--- config.mk ---
export PLATFORM = sky130hd
export DESIGN_NAME = rid_classifier
export DESIGN_NICKNAME = d
export VERILOG_FILES = /design/src/rtl/rid_pkg.sv /design/src/rtl/rid_settle_timer.sv /design/src/rtl/rid_fsm.sv /design/src/rtl/rid_classifier.sv
export SDC_FILE = /design/constraint.sdc
export NUM_CORES = 1
export LEC_CHECK = 0
export BUFFER_PORTS_ARGS = -buffer_cell sky130_fd_sc_hd__buf_2
export CORE_MARGIN = 3
export CORE_UTILIZATION = 56
export DETAILED_ROUTE_END_ITERATION = 16
export PLACE_DENSITY = 0.83
export SYNTH_ARGS = -nofsm -noshare
export SYNTH_HDL_FRONTEND = slang
export SYNTH_SLANG_ARGS = --single-unit
export TNS_END_PERCENT = 20
--- constraint.sdc ---
create_clock -name clk -period 2.1 [get_ports clk]
set_input_delay 0.42 -clock clk [delete_from_list [all_inputs] [get_ports clk]]
set_output_delay 0.42 -clock clk [all_outputs]
set_load 0.01 [all_outputs]
--- src/rtl/rid_pkg.sv ---
package rid_pkg;
    typedef enum logic [1:0] {
        RID_FLOAT = 2'd0,
        RID_A     = 2'd1,
        RID_B     = 2'd2,
        RID_C     = 2'd3
    } rid_class_t;

    typedef enum logic [1:0] {
        IDLE       = 2'd0,
        PROBE_MID  = 2'd1,
        PROBE_HIGH = 2'd2,
        PROBE_LOW  = 2'd3
    } rid_state_t;

    localparam logic [1:0] THR_NONE = 2'd0;
    localparam logic [1:0] THR_LOW  = 2'd1;
    localparam logic [1:0] THR_MID  = 2'd2;
    localparam logic [1:0] THR_HIGH = 2'd3;
endpackage

--- src/rtl/rid_settle_timer.sv ---
module rid_settle_timer #(
    parameter longint unsigned CYCLES = 64
) (
    input  logic clk,
    input  logic rst_n,
    input  logic clear_i,
    output logic expired_o
);
    localparam int CNT_W = (CYCLES > 2) ? $clog2(CYCLES) : 1;
    localparam logic [CNT_W-1:0] LAST = CNT_W'(CYCLES - 1);

    logic [CNT_W-1:0] cnt_q;

    always_ff @(posedge clk or negedge rst_n) begin
        if (!rst_n)          cnt_q <= '0;
        else if (clear_i)    cnt_q <= '0;
        else if (cnt_q != LAST) cnt_q <= cnt_q + 1'b1;
    end

    assign expired_o = (cnt_q == LAST);

    // the count never runs past the last value
    assert_cnt_bound_R3: assert property (@(posedge clk) disable iff (!rst_n)
        cnt_q <= LAST);
    // expiry is only reached by counting up, never by jumping
    assert_expiry_by_count_R3: assert property (@(posedge clk) disable iff (!rst_n)
        $rose(expired_o) && CYCLES > 1 |-> $past(cnt_q) == LAST - 1'b1);
endmodule

--- src/rtl/rid_fsm.sv ---
module rid_fsm
    import rid_pkg::*;
(
    input  logic       clk,
    input  logic       rst_n,
    input  logic       start_i,
    input  logic       cmp_i,
    input  logic       expired_i,
    output logic       timer_clr_o,
    output logic       cmp_en_o,
    output logic       id_src_o,
    output logic [1:0] thr_sel_o,
    output logic [1:0] rid_class_o,
    output logic       done_o
);
    rid_state_t state_q, state_d;
    rid_class_t class_q, class_d;
    logic       done_q, done_d;

    // state register process
    always_ff @(posedge clk or negedge rst_n) begin
        if (!rst_n) begin
            state_q <= IDLE;
            class_q <= RID_FLOAT;
            done_q  <= 1'b0;
        end else begin
            state_q <= state_d;
            class_q <= class_d;
            done_q  <= done_d;
        end
    end

    // next state
    always_comb begin
        state_d = state_q;
        class_d = class_q;
        done_d  = 1'b0;
        unique case (state_q)
            IDLE: begin
                if (start_i) state_d = PROBE_MID;
            end
            PROBE_MID: begin
                if (expired_i) state_d = cmp_i ? PROBE_HIGH : PROBE_LOW;
            end
            PROBE_HIGH: begin
                if (expired_i) begin
                    state_d = IDLE;
                    class_d = cmp_i ? RID_FLOAT : RID_A;
                    done_d  = 1'b1;
                end
            end
            PROBE_LOW: begin
                if (expired_i) begin
                    state_d = IDLE;
                    class_d = cmp_i ? RID_B : RID_C;
                    done_d  = 1'b1;
                end
            end
        endcase
    end

    // output process
    always_comb begin
        cmp_en_o    = 1'b0;
        id_src_o    = 1'b0;
        thr_sel_o   = THR_NONE;
        timer_clr_o = expired_i;
        unique case (state_q)
            IDLE: begin
                timer_clr_o = 1'b1;
            end
            PROBE_MID: begin
                cmp_en_o  = 1'b1;
                thr_sel_o = THR_MID;
            end
            PROBE_HIGH: begin
                cmp_en_o  = 1'b1;
                thr_sel_o = THR_HIGH;
            end
            PROBE_LOW: begin
                cmp_en_o  = 1'b1;
                thr_sel_o = THR_LOW;
            end
        endcase
    end

    assign rid_class_o = class_q;
    assign done_o      = done_q;

    // a threshold change during a sequence follows a timer expiry
    assert_thr_after_settle_R3: assert property (@(posedge clk) disable iff (!rst_n)
        (cmp_en_o && $past(cmp_en_o) && thr_sel_o != $past(thr_sel_o)) |-> $past(expired_i));
    // the first branch goes to 3 or 1 only from 2
    assert_branch_from_mid_R4: assert property (@(posedge clk) disable iff (!rst_n)
        (cmp_en_o && $past(cmp_en_o) && thr_sel_o != $past(thr_sel_o))
            |-> $past(thr_sel_o) == THR_MID && thr_sel_o != THR_NONE);
    // source stays 0 while the comparator is enabled
    assert_src_zero_R7: assert property (@(posedge clk) disable iff (!rst_n)
        cmp_en_o |-> !id_src_o);
    // enable drops only together with a done pulse
    assert_en_until_done_R7: assert property (@(posedge clk) disable iff (!rst_n)
        $fell(cmp_en_o) |-> done_o);
    // done lasts one cycle and the class holds afterwards
    assert_done_pulse_R8: assert property (@(posedge clk) disable iff (!rst_n)
        done_o |=> !done_o && $stable(rid_class_o));
    // a new sequence starts at the middle threshold
    assert_start_mid_R2: assert property (@(posedge clk) disable iff (!rst_n)
        $rose(cmp_en_o) |-> thr_sel_o == THR_MID);
endmodule

--- src/rtl/rid_classifier.sv ---
module rid_classifier #(
    parameter longint unsigned CLK_FREQ_HZ = 48_000_000,
    parameter longint unsigned SETTLE_US   = 560
) (
    input  logic       clk,
    input  logic       rst_n,
    input  logic       start_i,
    input  logic       cmp_i,
    output logic       cmp_en_o,
    output logic       id_src_o,
    output logic [1:0] thr_sel_o,
    output logic [1:0] rid_class_o,
    output logic       done_o
);
    localparam longint unsigned RAW_CYC = (CLK_FREQ_HZ * SETTLE_US + 64'd999_999) / 64'd1_000_000;
    localparam longint unsigned SETTLE_CYC = (RAW_CYC < 2) ? 2 : RAW_CYC;

    logic timer_clr;
    logic expired;

    rid_settle_timer #(.CYCLES(SETTLE_CYC)) u_timer (
        .clk       (clk),
        .rst_n     (rst_n),
        .clear_i   (timer_clr),
        .expired_o (expired)
    );

    rid_fsm u_fsm (
        .clk         (clk),
        .rst_n       (rst_n),
        .start_i     (start_i),
        .cmp_i       (cmp_i),
        .expired_i   (expired),
        .timer_clr_o (timer_clr),
        .cmp_en_o    (cmp_en_o),
        .id_src_o    (id_src_o),
        .thr_sel_o   (thr_sel_o),
        .rid_class_o (rid_class_o),
        .done_o      (done_o)
    );
endmodule

==> results.yml, run 1 <==
clocking:
  cts-root-buf: "clkbuf_4"
  cts_resized: 0
  ctsLongestPathBuffers: 2
  cts_max_level: 1
  post-cts-setup-buffers: 0
  clock_sinks: 20
  cts_hold_buf: 0
  clk_pin_slew_ps: 120
  cts_tree: "built"
  numCtsBuffers: 3
  insertion_delay_ps: 300
sta:
  fin_crit_sh_pct: 91.79
  fmax_mhz: 518.8
  finalMaxSlewViolations: 0
  hold-worst-slack_ps: 36.02
  min_period_ps: 1928
  finalClockSkew_ps: 8.738
  rsz0062_at_grt: "no"
  fin_tns_setup_ps: 0
  hold_viol_final: 0
  finalSetupViolCount: 0
  setup_ws_ps: 172.5
pwr:
  clockPowerShare_pct: 43.9
  p_int_uw: 580.4
  power.leakage_nw: 0.5601
  power_frac_comb_pct: 1.6
  vdd_drop_max_v: 0.0004880
  powerDensity_nw_per_um2: 589.1
  seqPwrFrac_pct: 54.5
  power_uw: 706.9
  p_sw_uw: 126.5
  switching_share_pct: 17.90
floorplan:
  core_area_um2: 1783
  die_x_um: 50.12
  start_util_pct: 61.12
  die-area_um2: 2512
  row_count: 15
  die_y_um: 50.12
  io_pins: 11
yosys:
  synthXorXnorAreaFrac_pct: 10.45
  avgSynthCellArea_um2: 10.19
  synth_cell_types: 27
  ys.flop_type: "dfrtp_1"
  ys_warn_count: 0
  synth.area.top_cells: "dfrtp_1, xnor2_1, ha_1, nor2_1, inv_1"
  synth_fp_nets: 118
  synthArstFlopShare_pct: 100.0
  synth_edf_count: 0
  synthesis.area_um2: 1090
  synth_compound_area_share_pct: 3.674
  synth_commonest_cells: "dfrtp_1, nor2_1, xnor2_1"
  yosysSeqAreaShare_pct: 45.92
  synthSimpleGateAreaFrac_pct: 23.65
  syn_inst: 107
  synth_top_cell_by_area: "dfrtp_1"
  synth_top_area_share_pct: 45.92
  synthAdderAreaFrac_pct: 8.037
  muxShareOfSynthArea_pct: 2.411
  synth_top_family_by_area: "simple AND/OR/NAND/NOR gates"
  synth-seq-cells: 20
run:
  max-cap-violations: 0
setup_path:
  crit_arrival_ps: 2130
  start_kind: "flop"
  worstSetupPathType: "reg -> reg"
  cp.required_ps: 2300
  end_kind: "flop"
  crit_chain: "ha_1 -> nand4_4 -> nor4_4 -> and2b_2 -> mux2_1"
  crit_fanout: 6
  slowest_stage: "dfrtp_1"
  max_stage_delay_ps: 430
detailed_routing:
  postRouteAntennaNets: 0
  drt_iter0_drc: 9
  vias: 752
  wl_um: 1757
  drcViolationCount: 0
  vias_per_cell: 5.259
  drtPass1Iterations: 4
  wire_per_inst_um: 12.29
place:
  place_area_um2: 1147
  pre_cts_ws_ps: 183.0
  gp_congestion: 0.8040
  post-place-cells: 139
  dp_hpwl_um: 1312
  port_buffers: 9
outcome:
  outcome: "complete, no violations"
layout:
  fin_util_pct: 67.30
  fin_cells: 143
  nets: 130
  area_delta_synth_final_pct: 10.10
  drive_gt1_share_pct: 16.95
  antennaDiodeCount: 0
  fin_area_um2: 1200
global_route:
  overflow: 0
  grt_usage_pct: 16.23
  grt_max_degree: 21
  grt_first_pass_wirelength_um: 3063
  antenna_found_initial: 0
  first_global_vias: 717
worst_hold_path:
  min_path_type: "in -> async"
routing by layer:
| layer | global-route usage [%] | vias up | wire (um) |
|---|---|---|---|
| met5 | 0 | - | 0 |
| met4 | 4.147 | 0 | 14 |
| met3 | 6.344 | 2 | 90 |
| met2 | 26.74 | 20 | 863 |
| met1 | 19.61 | 361 | 788 |
| li1 | - | 369 | - |
cell type report:
class	count	area (um^2)
Fill cell	131	583.1
Sequential cell	20	500.5
Timing Repair Buffer	10	52.55
Inverter	9	33.78
Tap cell	25	31.28
Multi-Input combinational cell	75	529.3
Clock buffer	3	22.52
Clock inverter	1	30.03
critical path: cells and delay by family (launching register included):
family,cells,cell delay (ps)
adder cells (fa/ha/maj),1,270
flip-flops,1,430
AND/OR/NAND/NOR,3,820
multiplexers,1,310
flip-flops by register name, indices dropped and copies added (netlist names):
| signal | count |
|---|---|
| u_timer.cnt_q | 15 |
| u_fsm.rid_class_o | 2 |
| u_fsm.state_q | 2 |
| u_fsm.done_o | 1 |
cells by family (layout without fill, tap and decap cells):
group / Yosys count / count (layout)
simple gates: 47 / 47
xor+xnor: 13 / 13
flops: 20 / 20
buf+inv: 12 / 23
other cells: 1 / 1
compound gates: 5 / 5
mux: 2 / 2
fa+ha+maj: 7 / 7
layout by cell type, fill, tap and decap left out, types with 2 or more instances in the layout:
master / synthesis / final
buf_2: 0 / 9
clkbuf_4: 0 / 3
dfrtp_1: 20 / 20
ha_1: 7 / 7
inv_1: 9 / 9
nand2_1: 5 / 5
nand3_1: 5 / 5
nand4_1: 3 / 3
nor2_1: 20 / 20
nor3_1: 6 / 6
nor4_1: 2 / 2
xnor2_1: 11 / 11
xor2_1: 2 / 2
path summary, 6_finish.rpt:
path                                                  start                          endpoint  slack, ps  cells past startpoint
min                                                   rst_n     u_timer.cnt_q[12]$_DFFE_PN0P_         40                      1
min in group clk                                      cmp_i  u_fsm.rid_class_o[0]$_DFFE_PN0P_        410                      3
max reg2reg                    u_timer.cnt_q[0]$_DFFE_PN0P_  u_fsm.rid_class_o[0]$_DFFE_PN0P_        170                      5
max                            u_timer.cnt_q[0]$_DFFE_PN0P_  u_fsm.rid_class_o[0]$_DFFE_PN0P_        170                      5
max in group asynchronous                             rst_n      u_timer.cnt_q[8]$_DFFE_PN0P_       1750                      1
min reg2reg                u_fsm.rid_class_o[1]$_DFFE_PN0P_  u_fsm.rid_class_o[1]$_DFFE_PN0P_        520                      1
power by group through the flow:
stage	clock network, mW	logic, mW	registers [mW]
final	0.310	0.0116	0.385
after global routing	0.341	0.0136	0.385
after CTS	0.317	0.0122	0.385
after detailed placement	0	0.0122	0.392
after global placement	0	0.0120	0.392
after floorplan	0	0.00313	0.393
Note: power is estimated with default switching activity, not from simulation.
==> run 2, diff against run 1 <==
--- a/config.mk
+++ b/config.mk
@@ -5,7 +5,7 @@
 export SDC_FILE = /design/constraint.sdc
 export NUM_CORES = 1
 export LEC_CHECK = 0
-export BUFFER_PORTS_ARGS = -buffer_cell sky130_fd_sc_hd__buf_2
+export BUFFER_PORTS_ARGS = -buffer_cell sky130_fd_sc_hd__buf_4
 export CORE_MARGIN = 3
 export CORE_UTILIZATION = 56
 export DETAILED_ROUTE_END_ITERATION = 16
==> run 2 against run 1 <==
Net effect: power shrank 12%; setup slack lost 70 ps; register-to-register slack lost 70 ps; core utilization grew 0.91 points; wire length grew 13%; hold slack gained 420 ps; critical path depth shrank 1; first-iteration DRC count grew 33%; die area is the same; combinational power grew 28%; highest routed layer unchanged.
==> results.yml, run 2 (synthesized netlist as in run 1, its figures left out) <==
outcome:
  outcome: "complete, no violations"
place:
  post-place-cells: 139
  place_area_um2: 1170
  port_buffers: 9
  gp_congestion: 0.8089
  dp_hpwl_um: 1459
detailed_routing:
  postRouteAntennaNets: 0
  drt_iter0_drc: 12
  vias_per_cell: 5.514
  drcViolationCount: 0
  vias: 794
  wire_per_inst_um: 13.76
  wl_um: 1981
  drtPass1Iterations: 4
clocking:
  clock_sinks: 20
  cts-root-buf: "clkbuf_4"
  insertion_delay_ps: 300
  numCtsBuffers: 3
  cts_max_level: 1
  clk_pin_slew_ps: 110
  ctsLongestPathBuffers: 2
  cts_tree: "built"
global_route:
  grt_first_pass_wirelength_um: 3436
  first_global_vias: 810
  grt_usage_pct: 18.31
  antenna_found_initial: 0
  grt_max_degree: 21
  overflow: 0
floorplan:
  die_x_um: 50.12
  io_pins: 11
  die-area_um2: 2512
  core_area_um2: 1783
  die_y_um: 50.12
  row_count: 15
  start_util_pct: 61.12
layout:
  largest_reg_flops: 15
  top_register: "u_timer.cnt_q"
  area_delta_synth_final_pct: 11.60
  antennaDiodeCount: 0
  drive_gt1_share_pct: 16.81
  fin_cells: 144
  fin_area_um2: 1216
  nets: 131
  most-common-layout-cells: "nor2_1, dfrtp_1, xnor2_1"
setup_path:
  r2r_cells: 4
  crit_family: "simple AND/OR/NAND/NOR gates"
  r2r-start: "u_timer.cnt_q[9]$_DFFE_PN0P_"
  crit_fanout: 6
  critPathBufInv: 0
  crit_arrival_ps: 2190
  r2r-end: "u_fsm.rid_class_o[0]$_DFFE_PN0P_"
  r2r_setup_slack_ps: 100
  crit_chain: "or3b_1 -> nor4_4 -> and2b_2 -> mux2_1"
  cp.required_ps: 2290
  slowest_stage: "dfrtp_1"
  max_stage_delay_ps: 460
  start_kind: "flop"
  worstSetupPathType: "reg -> reg"
  end_kind: "flop"
sta:
  hold-worst-slack_ps: 459.5
  fmax_mhz: 500.6
  finalSetupViolCount: 0
  hold_viol_final: 0
  finalMaxSlewViolations: 0
  min_period_ps: 1998
  fin_tns_setup_ps: 0
  rsz0062_at_grt: "no"
  fin_crit_sh_pct: 95.12
  finalClockSkew_ps: 3.534
worst_hold_path:
  min-delay-start: "cmp_i"
  min_path_type: "in -> reg"
  holdPathEnd: "u_fsm.rid_class_o[0]$_DFFE_PN0P_"
  hold_depth: 3
pwr:
  powerDensity_nw_per_um2: 514.0
  power.leakage_nw: 0.5631
  power_uw: 625.1
  vdd_drop_max_v: 0.0003786
run:
  max-cap-violations: 0
run 2: changes by cell type in the layout (fill, tap and decap cells not counted), sizes merged:
cell,change
dlygate4sd3,+1
clkbuf,+1
bufinv,-1
run 2: repair_timing:
item / in CTS / in global routing
resized for setup: 0 / 0
setup endpoints to repair: 0 / 1
hold endpoints to repair: 20 / 0
hold buffers: 1 / 0
buffers inserted: 0 / 0
run 2: layout make-up:
class                      instances  area (um^2)
fill                             142        566.8
multi-input combinational         75        529.3
sequential                        20        500.5
timing repair buffer              11        85.08
clock buffer                       4        36.28
inverter                           9        33.78
tap                               25        31.28
run 2: worst reg2reg max path: stages (launching register included):
cell and delay (ps):
dfrtp_1 460, or3b_1 450, nor4_4 420, and2b_2 230, mux2_1 340
run 2: metrics by stage:
stage	utilization (%)	setup slack, ps
2_1_floorplan	-	305.5
3_3_place_gp	65.61	229.7
3_5_place_dp	65.61	128.4
4_1_cts	68.21	112.4
5_1_grt	68.21	10.12
6_report	68.21	102.4
run 2: layer usage:
metal	GRT usage, %	vias up	routed length [um]
li1	-	370	-
met2	31.30	20	988
met3	2.719	10	72
met5	0	-	0
met4	11.52	0	80
met1	21.09	394	839
run 2: worst max-delay path by stage:
stage | startpoint | endpoint | slack (ps) | cells after the start
floorplan | u_timer.cnt_q[0]$_DFFE_PN0P_ | u_fsm.rid_class_o[0]$_DFFE_PN0P_ | 310 | 5
global placement | u_timer.cnt_q[0]$_DFFE_PN0P_ | u_fsm.rid_class_o[0]$_DFFE_PN0P_ | 230 | 5
detailed placement | u_timer.cnt_q[0]$_DFFE_PN0P_ | u_fsm.rid_class_o[0]$_DFFE_PN0P_ | 130 | 5
CTS | u_timer.cnt_q[0]$_DFFE_PN0P_ | u_fsm.rid_class_o[0]$_DFFE_PN0P_ | 110 | 5
global route | u_timer.cnt_q[9]$_DFFE_PN0P_ | u_fsm.rid_class_o[0]$_DFFE_PN0P_ | 10 | 4
finish | u_timer.cnt_q[9]$_DFFE_PN0P_ | u_fsm.rid_class_o[0]$_DFFE_PN0P_ | 100 | 4
run 2: power by group:
group          total [mW]  switching [mW]  internal, mW
logic              0.0149         0.00956       0.00529
registers           0.385               0         0.385
clock network       0.225           0.119         0.106
total               0.625           0.129         0.496
==> run 3, diff against run 2 <==
--- a/config.mk
+++ b/config.mk
@@ -6,8 +6,10 @@
 export NUM_CORES = 1
 export LEC_CHECK = 0
 export BUFFER_PORTS_ARGS = -buffer_cell sky130_fd_sc_hd__buf_4
+export CELL_PAD_IN_SITES_DETAIL_PLACEMENT = 1
+export CELL_PAD_IN_SITES_GLOBAL_PLACEMENT = 1
 export CORE_MARGIN = 3
-export CORE_UTILIZATION = 56
+export CORE_UTILIZATION = 44
 export DETAILED_ROUTE_END_ITERATION = 16
 export PLACE_DENSITY = 0.83
 export SYNTH_ARGS = -nofsm -noshare
==> run 3 against run 2 <==
Net effect: global-route usage shrank 3.0 points; die area is 24% higher; register-to-register slack improved by 80 ps; core utilization shrank 13 points; highest routed layer unchanged; non-clock buffer count did not move.
==> results.yml, run 3 (synthesized netlist as in run 1, its figures left out) <==
global_route:
  grt_max_degree: 21
  overflow: 0
  first_global_vias: 813
  busiest_layer: "met2"
  grt_usage_pct: 15.36
  grt.met1_usage_pct: 17.98
  grtUsageMet3_pct: 6.032
  antenna_found_initial: 0
  globalRouteMet2Util_pct: 25.00
  grt_first_pass_wirelength_um: 3657
clocking:
  post-cts-setup-buffers: 0
  ctsLongestPathBuffers: 2
  cts-root-buf: "clkbuf_4"
  cts_resized: 0
  cts_max_level: 1
  insertion_delay_ps: 320
  clock_sinks: 20
  clk_pin_slew_ps: 120
  cts_hold_buf: 1
  numCtsBuffers: 3
  cts_tree: "built"
setup_path:
  cp.required_ps: 2320
  slowest_stage: "nor4_4"
  r2r_setup_slack_ps: 180
  start_kind: "flop"
  crit_fanout: 6
  r2r-start: "u_timer.cnt_q[0]$_DFFE_PN0P_"
  r2r-end: "u_fsm.rid_class_o[0]$_DFFE_PN0P_"
  crit_family: "simple AND/OR/NAND/NOR gates"
  end_kind: "flop"
  worstSetupPathType: "reg -> reg"
  critPathBufInv: 0
  crit_arrival_ps: 2140
  path_depth: 5
  crit_chain: "ha_1 -> nand4_4 -> nor4_4 -> and2b_2 -> mux2_1"
  max_stage_delay_ps: 440
  r2r_cells: 5
worst_hold_path:
  min_path_type: "in -> reg"
  holdPathEnd: "u_fsm.rid_class_o[0]$_DFFE_PN0P_"
  hold_depth: 3
  min-delay-start: "cmp_i"
detailed_routing:
  drt_iter0_drc: 13
  drcViolationCount: 0
  vias: 754
  drtPass1Iterations: 3
  wire_per_inst_um: 14.54
  postRouteAntennaNets: 0
  vias_per_cell: 5.129
  wl_um: 2137
floorplan:
  die_x_um: 55.77
  start_util_pct: 47.88
  core_area_um2: 2276
  row_count: 17
  die-area_um2: 3110
  io_pins: 11
  die_y_um: 55.77
layout:
  filler_cell_count: 261
  antennaDiodeCount: 0
  area_delta_synth_final_pct: 14.58
  drive_gt1_share_pct: 16.81
  fin_area_um2: 1249
  top_register: "u_timer.cnt_q"
  nets: 131
  most-common-layout-cells: "nor2_1, dfrtp_1, xnor2_1"
  largest_reg_flops: 15
  fin_util_pct: 54.87
sta:
  finalClockSkew_ps: 18.84
  finalSetupViolCount: 0
  hold-worst-slack_ps: 418.6
  fmax_mhz: 521.1
  hold_viol_final: 0
  fin_crit_sh_pct: 91.39
  rsz0062_at_grt: "no"
  fin_tns_setup_ps: 0
  finalMaxSlewViolations: 0
  min_period_ps: 1919
place:
  gp_congestion: 0.7957
  dp_hpwl_um: 1640
  port_buffers: 9
  place_area_um2: 1186
pwr:
  vdd_drop_max_v: 0.0005909
  power.leakage_nw: 0.5727
  powerDensity_nw_per_um2: 573.3
  power_uw: 715.9
outcome:
  outcome: "complete, no violations"
run:
  max-cap-violations: 0
## run 3: cell types whose count changed in the layout (fill, tap and decap cells not counted)
cell	before	now
buf_4	10	9
buf_12	0	1
clkbuf_8	1	0
bufinv_16	0	1
## run 3: final cells by class
class | count | area [um^2] | area share, %
Clock buffer | 3 | 22.52 | 1.804
Sequential cell | 20 | 500.5 | 40.08
Clock inverter | 1 | 30.03 | 2.405
Tap cell | 28 | 35.03 | 2.806
Multi-Input combinational cell | 75 | 529.3 | 42.38
Inverter | 9 | 33.78 | 2.705
Timing Repair Buffer | 11 | 97.59 | 7.816
## run 3: per-stage QoR
step	instances	setup WS [ps]
6_report	147	180.9
5_1_grt	147	66.63
4_1_cts	147	148.0
3_5_place_dp	142	147.7
3_3_place_gp	142	220.9
2_1_floorplan	107	305.5
## run 3: metal layers
layer	wire, um	vias up	part of all wire [%]
met3	84	4	3.9
met5	0	-	0
li1	-	377	-
met1	1008	365	47
met4	35	0	1.6
met2	1009	8	47
## run 3: worst max-delay path by stage
stage	startpoint	end	slack [ps]
after floorplan	u_timer.cnt_q[0]$_DFFE_PN0P_	u_fsm.rid_class_o[0]$_DFFE_PN0P_	310
after global placement	u_timer.cnt_q[0]$_DFFE_PN0P_	u_fsm.rid_class_o[0]$_DFFE_PN0P_	220
after detailed placement	u_timer.cnt_q[0]$_DFFE_PN0P_	u_fsm.rid_class_o[0]$_DFFE_PN0P_	150
after CTS	u_timer.cnt_q[0]$_DFFE_PN0P_	u_fsm.rid_class_o[0]$_DFFE_PN0P_	150
after global routing	u_timer.cnt_q[0]$_DFFE_PN0P_	u_fsm.rid_class_o[0]$_DFFE_PN0P_	70
final	u_timer.cnt_q[0]$_DFFE_PN0P_	u_fsm.rid_class_o[0]$_DFFE_PN0P_	180
## run 3: worst min-delay path: cells and delay by family
| kind | cells | cell delay (ps) |
|---|---|---|
| buffers and inverters | 2 | 180 |
| muxes | 1 | 120 |
## run 3: report_power, final
group / total [mW] / leakage (nW) / switching, mW / internal (mW)
sequential: 0.385 / 0.260 / 0 / 0.385
clock: 0.316 / 0.0279 / 0.123 / 0.193
combinational: 0.0150 / 0.285 / 0.00976 / 0.00529
